<file path="config.mk">
export PLATFORM = sky130hd
export DESIGN_NAME = acc_reduce
export DESIGN_NICKNAME = d
export VERILOG_FILES = /design/src/rtl/acc_pkg.sv /design/src/rtl/acc_ctrl.sv /design/src/rtl/acc_dpath.sv /design/src/rtl/acc_reduce.sv
export SDC_FILE = /design/constraint.sdc
export NUM_CORES = 2
export LEC_CHECK = 0
export BUFFER_PORTS_ARGS = -buffer_cell sky130_fd_sc_hd__buf_2
export CORE_UTILIZATION = 45
export DETAILED_ROUTE_END_ITERATION = 8
export GPL_ROUTABILITY_DRIVEN = 0
export PLACE_DENSITY_LB_ADDON = 0.1
export SLEW_MARGIN = 20
export SYNTH_ARGS = -nofsm -noshare
export SYNTH_HDL_FRONTEND = slang
export SYNTH_HIERARCHICAL = 1
export SYNTH_SLANG_ARGS = --single-unit
</file>
<file path="constraint.sdc">
create_clock -name clk -period 32.6 [get_ports clk]
set_input_delay 3.26 -clock clk [delete_from_list [all_inputs] [get_ports clk]]
set_output_delay 3.26 -clock clk [all_outputs]
set_load 0.005 [all_outputs]
</file>
<file path="src/rtl/acc_pkg.sv">
package acc_pkg;

  typedef enum logic [2:0] {
    CMD_IDLE       = 3'd0,
    CMD_ZERO       = 3'd1,
    CMD_ACCUM      = 3'd2,
    CMD_ZERO_ACCUM = 3'd3,
    CMD_LOAD_ACCUM = 3'd4
  } accCmd_e;

  typedef enum logic [1:0] {
    PRE_ADD  = 2'd0,
    PRE_SUB  = 2'd1,
    PRE_MUL  = 2'd2,
    PRE_PASS = 2'd3
  } preOp_e;

  typedef enum logic {
    FOLD_ADD = 1'b0,
    FOLD_MAX = 1'b1
  } foldOp_e;

  typedef enum logic [1:0] {
    SEED_ZERO  = 2'd0,
    SEED_IDENT = 2'd1,
    SEED_IMM   = 2'd2
  } seedSel_e;

  // strobes from control to datapath
  typedef struct packed {
    logic     latchOps;
    logic     seedLoad;
    seedSel_e seedSel;
    logic     foldEn;
    logic     emitRes;
    logic     rdEn;
    logic     rdNeg;
  } accStrobe_t;

endpackage

</file>
<file path="src/rtl/acc_ctrl.sv">
module acc_ctrl
  import acc_pkg::*;
(
  input  logic       clk,
  input  logic       rstN,
  input  logic       instrStart,
  input  logic [2:0] instrCmd,
  input  logic       instrCumulative,
  input  logic       elemValid,
  input  logic       elemLast,
  input  logic       rdReq,
  input  logic       rdNeg,
  output accStrobe_t str
);

  logic activeQ;
  logic cumQ;
  logic startOk;

  assign startOk = instrStart && !activeQ;

  always_comb begin
    str          = '0;
    str.seedSel  = SEED_ZERO;
    str.rdEn     = rdReq;
    str.rdNeg    = rdNeg;
    if (startOk) begin
      unique case (instrCmd)
        CMD_ZERO: begin
          str.seedLoad = 1'b1;
          str.seedSel  = SEED_ZERO;
        end
        CMD_ZERO_ACCUM: begin
          str.seedLoad = 1'b1;
          str.seedSel  = SEED_IDENT;
          str.latchOps = 1'b1;
        end
        CMD_LOAD_ACCUM: begin
          str.seedLoad = 1'b1;
          str.seedSel  = SEED_IMM;
          str.latchOps = 1'b1;
        end
        CMD_ACCUM: str.latchOps = 1'b1;
        default: ;
      endcase
    end
    str.foldEn  = activeQ && elemValid;
    str.emitRes = activeQ && elemValid && (cumQ || elemLast);
  end

  always_ff @(posedge clk) begin
    if (!rstN) begin
      activeQ <= 1'b0;
      cumQ    <= 1'b0;
    end else if (str.latchOps) begin
      activeQ <= 1'b1;
      cumQ    <= instrCumulative;
    end else if (activeQ && elemValid && elemLast) begin
      activeQ <= 1'b0;
    end
  end

  // an instruction closes on its last element
  p_close_on_last_r6: assert property (@(posedge clk) disable iff (!rstN)
    activeQ && elemValid && elemLast |=> !activeQ);

  // a start pulse while active keeps the instruction open
  p_no_restart_r10: assert property (@(posedge clk) disable iff (!rstN)
    activeQ && instrStart && !(elemValid && elemLast) |=> activeQ);

endmodule

</file>
<file path="src/rtl/acc_dpath.sv">
module acc_dpath
  import acc_pkg::*;
#(
  parameter int DATA_W = 32
) (
  input  logic              clk,
  input  logic              rstN,
  input  accStrobe_t        str,
  input  logic [1:0]        instrPreOp,
  input  logic              instrFoldOp,
  input  logic [DATA_W-1:0] instrScalar,
  input  logic [DATA_W-1:0] instrSeed,
  input  logic [DATA_W-1:0] elemData,
  output logic              resValid,
  output logic [DATA_W-1:0] resData,
  output logic              rdValid,
  output logic [DATA_W-1:0] rdData
);

  localparam logic [DATA_W-1:0] MIN_V = {1'b1, {(DATA_W-1){1'b0}}};
  localparam logic [DATA_W-1:0] MAX_V = {1'b0, {(DATA_W-1){1'b1}}};

  logic [DATA_W-1:0] accQ;
  logic [DATA_W-1:0] scalarQ;
  preOp_e            preQ;
  foldOp_e           foldQ;
  logic [DATA_W-1:0] preRes;
  logic [DATA_W-1:0] foldRes;
  logic [DATA_W-1:0] seedVal;
  logic [DATA_W-1:0] negVal;

  always_comb begin
    unique case (preQ)
      PRE_ADD: preRes = elemData + scalarQ;
      PRE_SUB: preRes = elemData - scalarQ;
      PRE_MUL: preRes = elemData * scalarQ;
      default: preRes = elemData;
    endcase
  end

  always_comb begin
    if (foldQ == FOLD_MAX)
      foldRes = ($signed(preRes) > $signed(accQ)) ? preRes : accQ;
    else
      foldRes = accQ + preRes;
  end

  always_comb begin
    unique case (str.seedSel)
      SEED_IDENT: seedVal = (instrFoldOp == FOLD_MAX) ? MIN_V : '0;
      SEED_IMM:   seedVal = instrSeed;
      default:    seedVal = '0;
    endcase
  end

  assign negVal = (accQ == MIN_V) ? MAX_V : (~accQ + 1'b1);

  always_ff @(posedge clk) begin
    if (!rstN) begin
      accQ    <= '0;
      scalarQ <= '0;
      preQ    <= PRE_PASS;
      foldQ   <= FOLD_ADD;
    end else begin
      if (str.latchOps) begin
        scalarQ <= instrScalar;
        preQ    <= preOp_e'(instrPreOp);
        foldQ   <= foldOp_e'(instrFoldOp);
      end
      if (str.seedLoad)    accQ <= seedVal;
      else if (str.foldEn) accQ <= foldRes;
    end
  end

  always_ff @(posedge clk) begin
    if (!rstN) begin
      resValid <= 1'b0;
      resData  <= '0;
      rdValid  <= 1'b0;
      rdData   <= '0;
    end else begin
      resValid <= str.emitRes;
      if (str.emitRes) resData <= foldRes;
      rdValid <= str.rdEn;
      if (str.rdEn) rdData <= str.rdNeg ? negVal : accQ;
    end
  end

  // reading never disturbs the stored value
  p_read_keeps_acc_r8: assert property (@(posedge clk) disable iff (!rstN)
    str.rdEn && !str.seedLoad && !str.foldEn |=> accQ == $past(accQ));

  // negating the most negative value saturates
  p_neg_sat_r9: assert property (@(posedge clk) disable iff (!rstN)
    rdValid && $past(str.rdNeg) && ($past(accQ) == MIN_V) |-> rdData == MAX_V);

endmodule

</file>
<file path="src/rtl/acc_reduce.sv">
module acc_reduce
  import acc_pkg::*;
#(
  parameter int DATA_W = 32
) (
  input  logic              clk,
  input  logic              rstN,
  input  logic              instrStart,
  input  logic [2:0]        instrCmd,
  input  logic              instrCumulative,
  input  logic [1:0]        instrPreOp,
  input  logic              instrFoldOp,
  input  logic [DATA_W-1:0] instrScalar,
  input  logic [DATA_W-1:0] instrSeed,
  input  logic              elemValid,
  input  logic [DATA_W-1:0] elemData,
  input  logic              elemLast,
  output logic              resValid,
  output logic [DATA_W-1:0] resData,
  input  logic              rdReq,
  input  logic              rdNeg,
  output logic              rdValid,
  output logic [DATA_W-1:0] rdData
);

  accStrobe_t str;

  acc_ctrl u_ctrl (
    .clk(clk), .rstN(rstN),
    .instrStart(instrStart), .instrCmd(instrCmd),
    .instrCumulative(instrCumulative),
    .elemValid(elemValid), .elemLast(elemLast),
    .rdReq(rdReq), .rdNeg(rdNeg),
    .str(str)
  );

  acc_dpath #(.DATA_W(DATA_W)) u_dpath (
    .clk(clk), .rstN(rstN), .str(str),
    .instrPreOp(instrPreOp), .instrFoldOp(instrFoldOp),
    .instrScalar(instrScalar), .instrSeed(instrSeed),
    .elemData(elemData),
    .resValid(resValid), .resData(resData),
    .rdValid(rdValid), .rdData(rdData)
  );

  // a result only follows an element on the stream
  p_res_after_elem_r7: assert property (@(posedge clk) disable iff (!rstN)
    resValid |-> $past(elemValid));

endmodule

</file>
**After elaboration in Yosys (flattened, before gate mapping)**

Cells that the tools add are included.

- Register bits after elaboration: 135
- Input bits: 110
- Output and inout bits: 66
- Word-level logic and storage cells: 50

- Add/sub/neg operators: 4
- $mul: 1
- $lt $le $gt $ge: 1
- Equal/unequal tests: 9
- Mux-type cells: 14
- Bitwise gates (word level): 1
- Reduce and logical (&&, ||, !) cells: 10

Operators by type and width:

| cell | count |
|---|---|
| two-way mux 32 bit | 7 |
| one-hot mux 32 bit (3 select lines) | 1 |
| adder 32 bit | 2 |
| one-hot mux 32 bit (2 select lines) | 1 |
| adder 32 x 1 -> 32 bit, second input constant | 1 |
| == test 32 bit, second input constant | 1 |
| greater-than comparator 32 bit | 1 |
| multiplier 32 x 32 -> 32 bit | 1 |
| inverter 32 bit | 1 |
| subtractor 32 bit | 1 |
| one-hot mux 3 bit (3 select lines) | 1 |
| == test 3 x 2 -> 1 bit, second input constant | 2 |
| == test 2 x 1 -> 1 bit, second input constant | 2 |
| == test 2 bit, second input constant | 2 |
| logical AND 1 bit | 4 |
| two-way mux 4 bit | 1 |
| nonzero test 2 bit | 2 |
| == test 3 x 1 -> 1 bit, second input constant | 1 |
| == test 3 bit, second input constant | 1 |
| two-way mux 1 bit | 3 |
| OR reduction 3 bit | 1 |
| logical NOT 2 bit | 1 |
| logical NOT 1 bit | 1 |
| logical OR 1 bit | 1 |

**Logic depth before layout (Yosys ltp)**

- Depth after elaboration: 7
- Depth in mapped cells: 43
- Gate-level depth less buffers: 38

**By module**

Netlist, hierarchy kept.

Modules (own cells, without submodules):

| module | times used | cells each | area each (sq um) | sequential area each (sq um) |
|---|---|---|---|---|
| acc_dpath | 1 | 3272 | 27216.1 | 2662.6 |
| acc_ctrl | 1 | 24 | 198.9 | 40.0 |

**Worst setup path before layout**

No wires, ideal clock.

- Kind: input to register
- From: input elemData[14]
- To: register u_dpath.resData[22]
- Setup time: 0.120 ns
- Arrival: 12.392 ns
- Required time: 32.480 ns
- Slack: 20.088 ns
- Stages on the path: 37
- Buffers on the path: 6
- Path through: clkbuf_1 -> clkbuf_1 -> and2_1 -> fa_1 -> fa_1 -> fa_1 -> inv_1 -> fa_1 -> inv_1 -> fa_1 -> fa_1 -> fa_1 -> fa_1 -> ha_1 -> clkbuf_1 -> and3_1 -> a221o_1 -> a311o_1 -> o21ai_0 -> a21oi_1 -> o21a_1 -> nor2_1 -> xnor2_1 -> a21oi_1 -> inv_1 -> ha_1 -> buf_2 -> nand4_1 -> nor4_1 -> nand2_1 -> or4_1 -> and3_1 -> buf_2 -> buf_6 -> mux2_1 -> a211oi_1 -> nor2_1

- Cells in the longest elaborated chain, start to end: 5
- Elaborated cells on any way between the ends: 8
- Those cells by class: 3 x add/sub; 1 x mul; 1 x order compare; 3 x mux

RTL lines:

| item | line | source |
|---|---|---|
| from (decl) | acc_reduce.sv:16 | `input logic [DATA_W-1:0] elemData,` |
| multiplier 32 x 32 -> 32 bit, or another cell as far along | acc_dpath.sv:36 | `PRE_MUL: preRes = elemData * scalarQ;` |
| one-hot mux 32 bit (3 select lines) * | acc_dpath.sv:33 | `unique case (preQ)` |
| greater-than comparator 32 bit | acc_dpath.sv:43 | `foldRes = ($signed(preRes) > $signed(accQ)) ? preRes : accQ;` |
| two-way mux 32 bit | acc_dpath.sv:43 |  |
| two-way mux 32 bit * | acc_dpath.sv:42 | `if (foldQ == FOLD_MAX)` |
| to (signal assigned) | acc_dpath.sv:83 | `if (str.emitRes) resData <= foldRes;` |
| to (decl) | acc_dpath.sv:15 | `output logic [DATA_W-1:0] resData,` |

Every way passes the cells marked *; elsewhere a longest branch is shown, timed or not.
A chain may end at the register's enable or synchronous reset.

**Worst setup path in the final report**

- From: input elemData[11]
- To: register u_dpath.accQ[29]

- Cells in the longest elaborated chain, start to end: 7
- Elaborated cells on any way between the ends: 10
- Those cells by class: 3 x add/sub; 1 x mul; 1 x order compare; 5 x mux

RTL lines:

| item | line | source |
|---|---|---|
| multiplier 32 x 32 -> 32 bit, or another cell as far along | acc_dpath.sv:36 |  |
| one-hot mux 32 bit (3 select lines) * | acc_dpath.sv:33 |  |
| greater-than comparator 32 bit | acc_dpath.sv:43 |  |
| two-way mux 32 bit | acc_dpath.sv:43 |  |
| two-way mux 32 bit * | acc_dpath.sv:42 |  |
| two-way mux 32 bit * | acc_dpath.sv:71 | `else if (str.foldEn) accQ <= foldRes;` |
| two-way mux 32 bit * | acc_dpath.sv:70 | `if (str.seedLoad) accQ <= seedVal;` |
| to (signal assigned) | acc_dpath.sv:70 |  |
| to (signal assigned) | acc_dpath.sv:71 |  |
| to (decl) | acc_dpath.sv:23 | `logic [DATA_W-1:0] accQ;` |

Every way passes the cells marked *; elsewhere a longest branch is shown, timed or not. The select of a mux whose other input is x is not followed.

==> results.toml <==
[power]
ir_worst_vdd_mv = 0.0450
cellPowerDensity_nw_per_um2 = 38.4
leakagePower_nw = 14.0

[timing]
tns_ps = 0
setup_viol = 0
rsz0062_at_grt = "no"
worst_pin_slew_ps = 1170
fmax_mhz = 73.4
drv_slew = 0
hold_violations = 0
fin_crit_ps = 13630
post-route-period-util = 0.418
finClkSkew_ps = 16.9
worst_slack_ps = 18970
slew_headroom = 0.219

[synth]
yosys.area.top_type = "fa_1"
synthDistinctLibCells = 92
seq_area_frac_synth = 0.0986
synth_ff_type = "dfxtp_1"
synthTopCellsByArea = "fa_1 (30%), ha_1 (10%), dfxtp_1 (9.9%)"
synthCells = 3296
ys_warn_count = 6
syn-num-nets = 4038
yosysTopAreaCellShare = 0.299
synthArstFlopShare = 0
synthesis.area_um2 = 27400
syn_area_per_cell_um2 = 8.32
synth_edf_count = 0
ys_ff_latch = 135

[critical_path]
end_kind = "flip-flop"
slowest_delay_ps = 920
crit_type = "in2reg"
cp_max_fo = 44
crit_slowest_cell = "and3_2"
r2r_cells = 33
crit_arrival_ps = 14020
critPathLaunchType = "input pin"
crit_required_ps = 32990
crit_top_cell = "fa_1"

[floorplan]
initial_core_util = 0.455
core_um2 = 60200
fp.dieW_um = 249
rows = 90
dieHeight_um = 249
ioPinCount = 176
die_area_um2 = 61900

[cells_and_area]
drive_gt1_frac = 0.0830
nFillCells = 5759
layout-area-overhead-vs-synth_pct = 7.46
fin_util = 0.489
final_area_um2 = 29500
finalNonFillerCells = 4133
fin_nets = 4080

[status]
status = "finished, final reports clean"

[route]
route.vias.total = 23639
ant_nets = 0
firstDrtPassIters = 6
wl_per_cell_um = 21.9
drc_errors = 0
drt_iter0_drc = 1780
drt_wl_total_mm = 90.4
vias_per_cell = 5.72

[placed_design]
hpwl_mm = 68.7
dp_slack_ps = 18670
placed_area_um2 = 28800
port_buffers = 175
place_inst = 4101

[min_path]
whs_path_depth = 2
hold_class = "reg2reg"

[global_route]
grt.total_usage = 0.298
antenna_found_initial = 5
grt_pass1_wl_mm = 143
grt_pass1_vias = 24850
grt_start_max_net_pins = 54
grt-ovfl-total = 0

[flow_run]
cap_violations = 0

[cts]
hold_buffers = 0
cts-root-buf = "clkbuf_16"
cts_inserted_buffers = 17
post_cts_resized = 0
insertion_delay_ps = 480
clk_pin_slew_worst_paths_ps = 60
cts-htree-levels = 4
cts_tree = "built"
cts_sinks = 135
cts_buffer_depth = 2
post_cts_buffers = 0
==> cells in the final DEF (no fill, tap or decap), types with 15 or more instances in the layout <==
cell type / count
buf_4: 40
a31oi_1: 15
o21ai_1: 25
o21a_1: 32
and2_1: 297
nand2_1: 361
nor3_1: 33
dfxtp_1: 131
o31ai_1: 23
fa_1: 410
nor2b_1: 16
xnor2_1: 144
o21ai_0: 130
buf_2: 175
nand2b_1: 20
ha_1: 222
inv_1: 475
nor2_1: 159
a21o_1: 41
nand3_1: 31
xor2_1: 43
a211oi_1: 27
a21oi_1: 173
o211ai_1: 15
mux2i_1: 61
clkbuf_16: 17
==> synthesized netlist by cell type (11+ instances only) <==
| cell | instances |
|---|---|
| o21a_1 | 33 |
| a21oi_1 | 173 |
| buf_1 | 11 |
| and2_1 | 297 |
| nor2b_1 | 16 |
| o21ai_1 | 25 |
| a211oi_1 | 27 |
| xor2_1 | 43 |
| a21o_1 | 41 |
| nor3_1 | 33 |
| nand2b_1 | 20 |
| nor2_1 | 160 |
| clkbuf_1 | 174 |
| fa_1 | 410 |
| o31ai_1 | 23 |
| o21bai_1 | 14 |
| xnor2_1 | 144 |
| nand2_1 | 361 |
| mux2i_1 | 61 |
| nand4_1 | 14 |
| ha_1 | 222 |
| and3_1 | 11 |
| o211ai_1 | 15 |
| a31oi_1 | 15 |
| dfxtp_1 | 135 |
| o21ai_0 | 130 |
| nand3_1 | 31 |
| inv_1 | 475 |
==> stage by stage <==
| stage | hold slack (ps) | power (mW) |
|---|---|---|
| 6_report | 471 | 1.13 |
| 2_1_floorplan | 453 | 0.698 |
| 3_3_place_gp | 456 | 0.900 |
| 3_5_place_dp | 460 | 0.902 |
| 4_1_cts | 470 | 1.13 |
| 5_1_grt | 497 | 1.22 |
==> sequential cells by signal, indices dropped and copies added (netlist names) <==
name,flops
u_dpath/resData,32
u_dpath/foldQ,1
u_dpath/scalarQ,32
u_dpath/accQ,32
u_ctrl/activeQ,1
u_dpath/preQ,2
u_dpath/rdValid,1
u_ctrl/cumQ,1
u_dpath/rdData,32
u_dpath/resValid,1
==> critical path, delay by kind of cell <==
family                     cells  cell delay, ps
AOI/OAI and AO/OA             10            2290
xor gates and xnor gates       1             110
adders and majority gates     10            4680
buffers and inverters          6             870
and+or+nand+nor                9            2770
==> final cells by class <==
cell class,count,area (µm²),area share
clock buffers,18,439,0.0149
flip-flops and latches,135,2710,0.0919
clock inverters,13,170,0.00578
repair buffers,215,1180,0.0399
diodes,1,2.50,0.0000849
well taps,782,978,0.0332
inverters,479,1800,0.0610
multi-input cells,2490,22200,0.753
==> power breakdown <==
part           internal (mW)  total [mW]  switching, mW
Combinational          0.291       0.731          0.440
Sequential             0.174       0.187         0.0132
Clock                  0.123       0.213         0.0902
Total                  0.588        1.13          0.544
==> worst paths after layout <==
path / startpoint / end / slack, ps
max: elemData[11] / u_dpath/accQ[29]$_SDFFE_PN0P_ / 18970
max reg2reg: u_dpath/scalarQ[12]$_SDFFE_PN0P_ / u_dpath/accQ[29]$_SDFFE_PN0P_ / 21220
min: u_dpath/resData[31]$_SDFFE_PN0P_ / u_dpath/resData[31]$_SDFFE_PN0P_ / 470
min reg2reg: u_dpath/resData[31]$_SDFFE_PN0P_ / u_dpath/resData[31]$_SDFFE_PN0P_ / 470
==> per-layer routing <==
layer | GRT usage | part of all wire | wire [µm] | up-vias
met4 | 0.130 | 0.044 | 4000 | 10
met5 | 0 | 0.00076 | 69 | -
met3 | 0.0386 | 0.052 | 4710 | 218
li1 | - | - | - | 10666
met1 | 0.379 | 0.42 | 38200 | 11897
met2 | 0.506 | 0.48 | 43400 | 848
==> cell families (layout without fill, tap and decap cells) <==
kind of cell	Yosys count	count (layout)	synth area share
adder cells (fa/ha/maj)	632	632	0.401
multiplexers	70	70	0.0260
other	0	1	0
AND/OR/NAND/NOR	996	996	0.180
flip-flops	135	135	0.0986
XOR/XNOR	188	188	0.0606
buffers and inverters	671	725	0.0926
AO/OA/AOI/OAI	604	604	0.141
No activity file was read; power rests on OpenSTA's default activity.
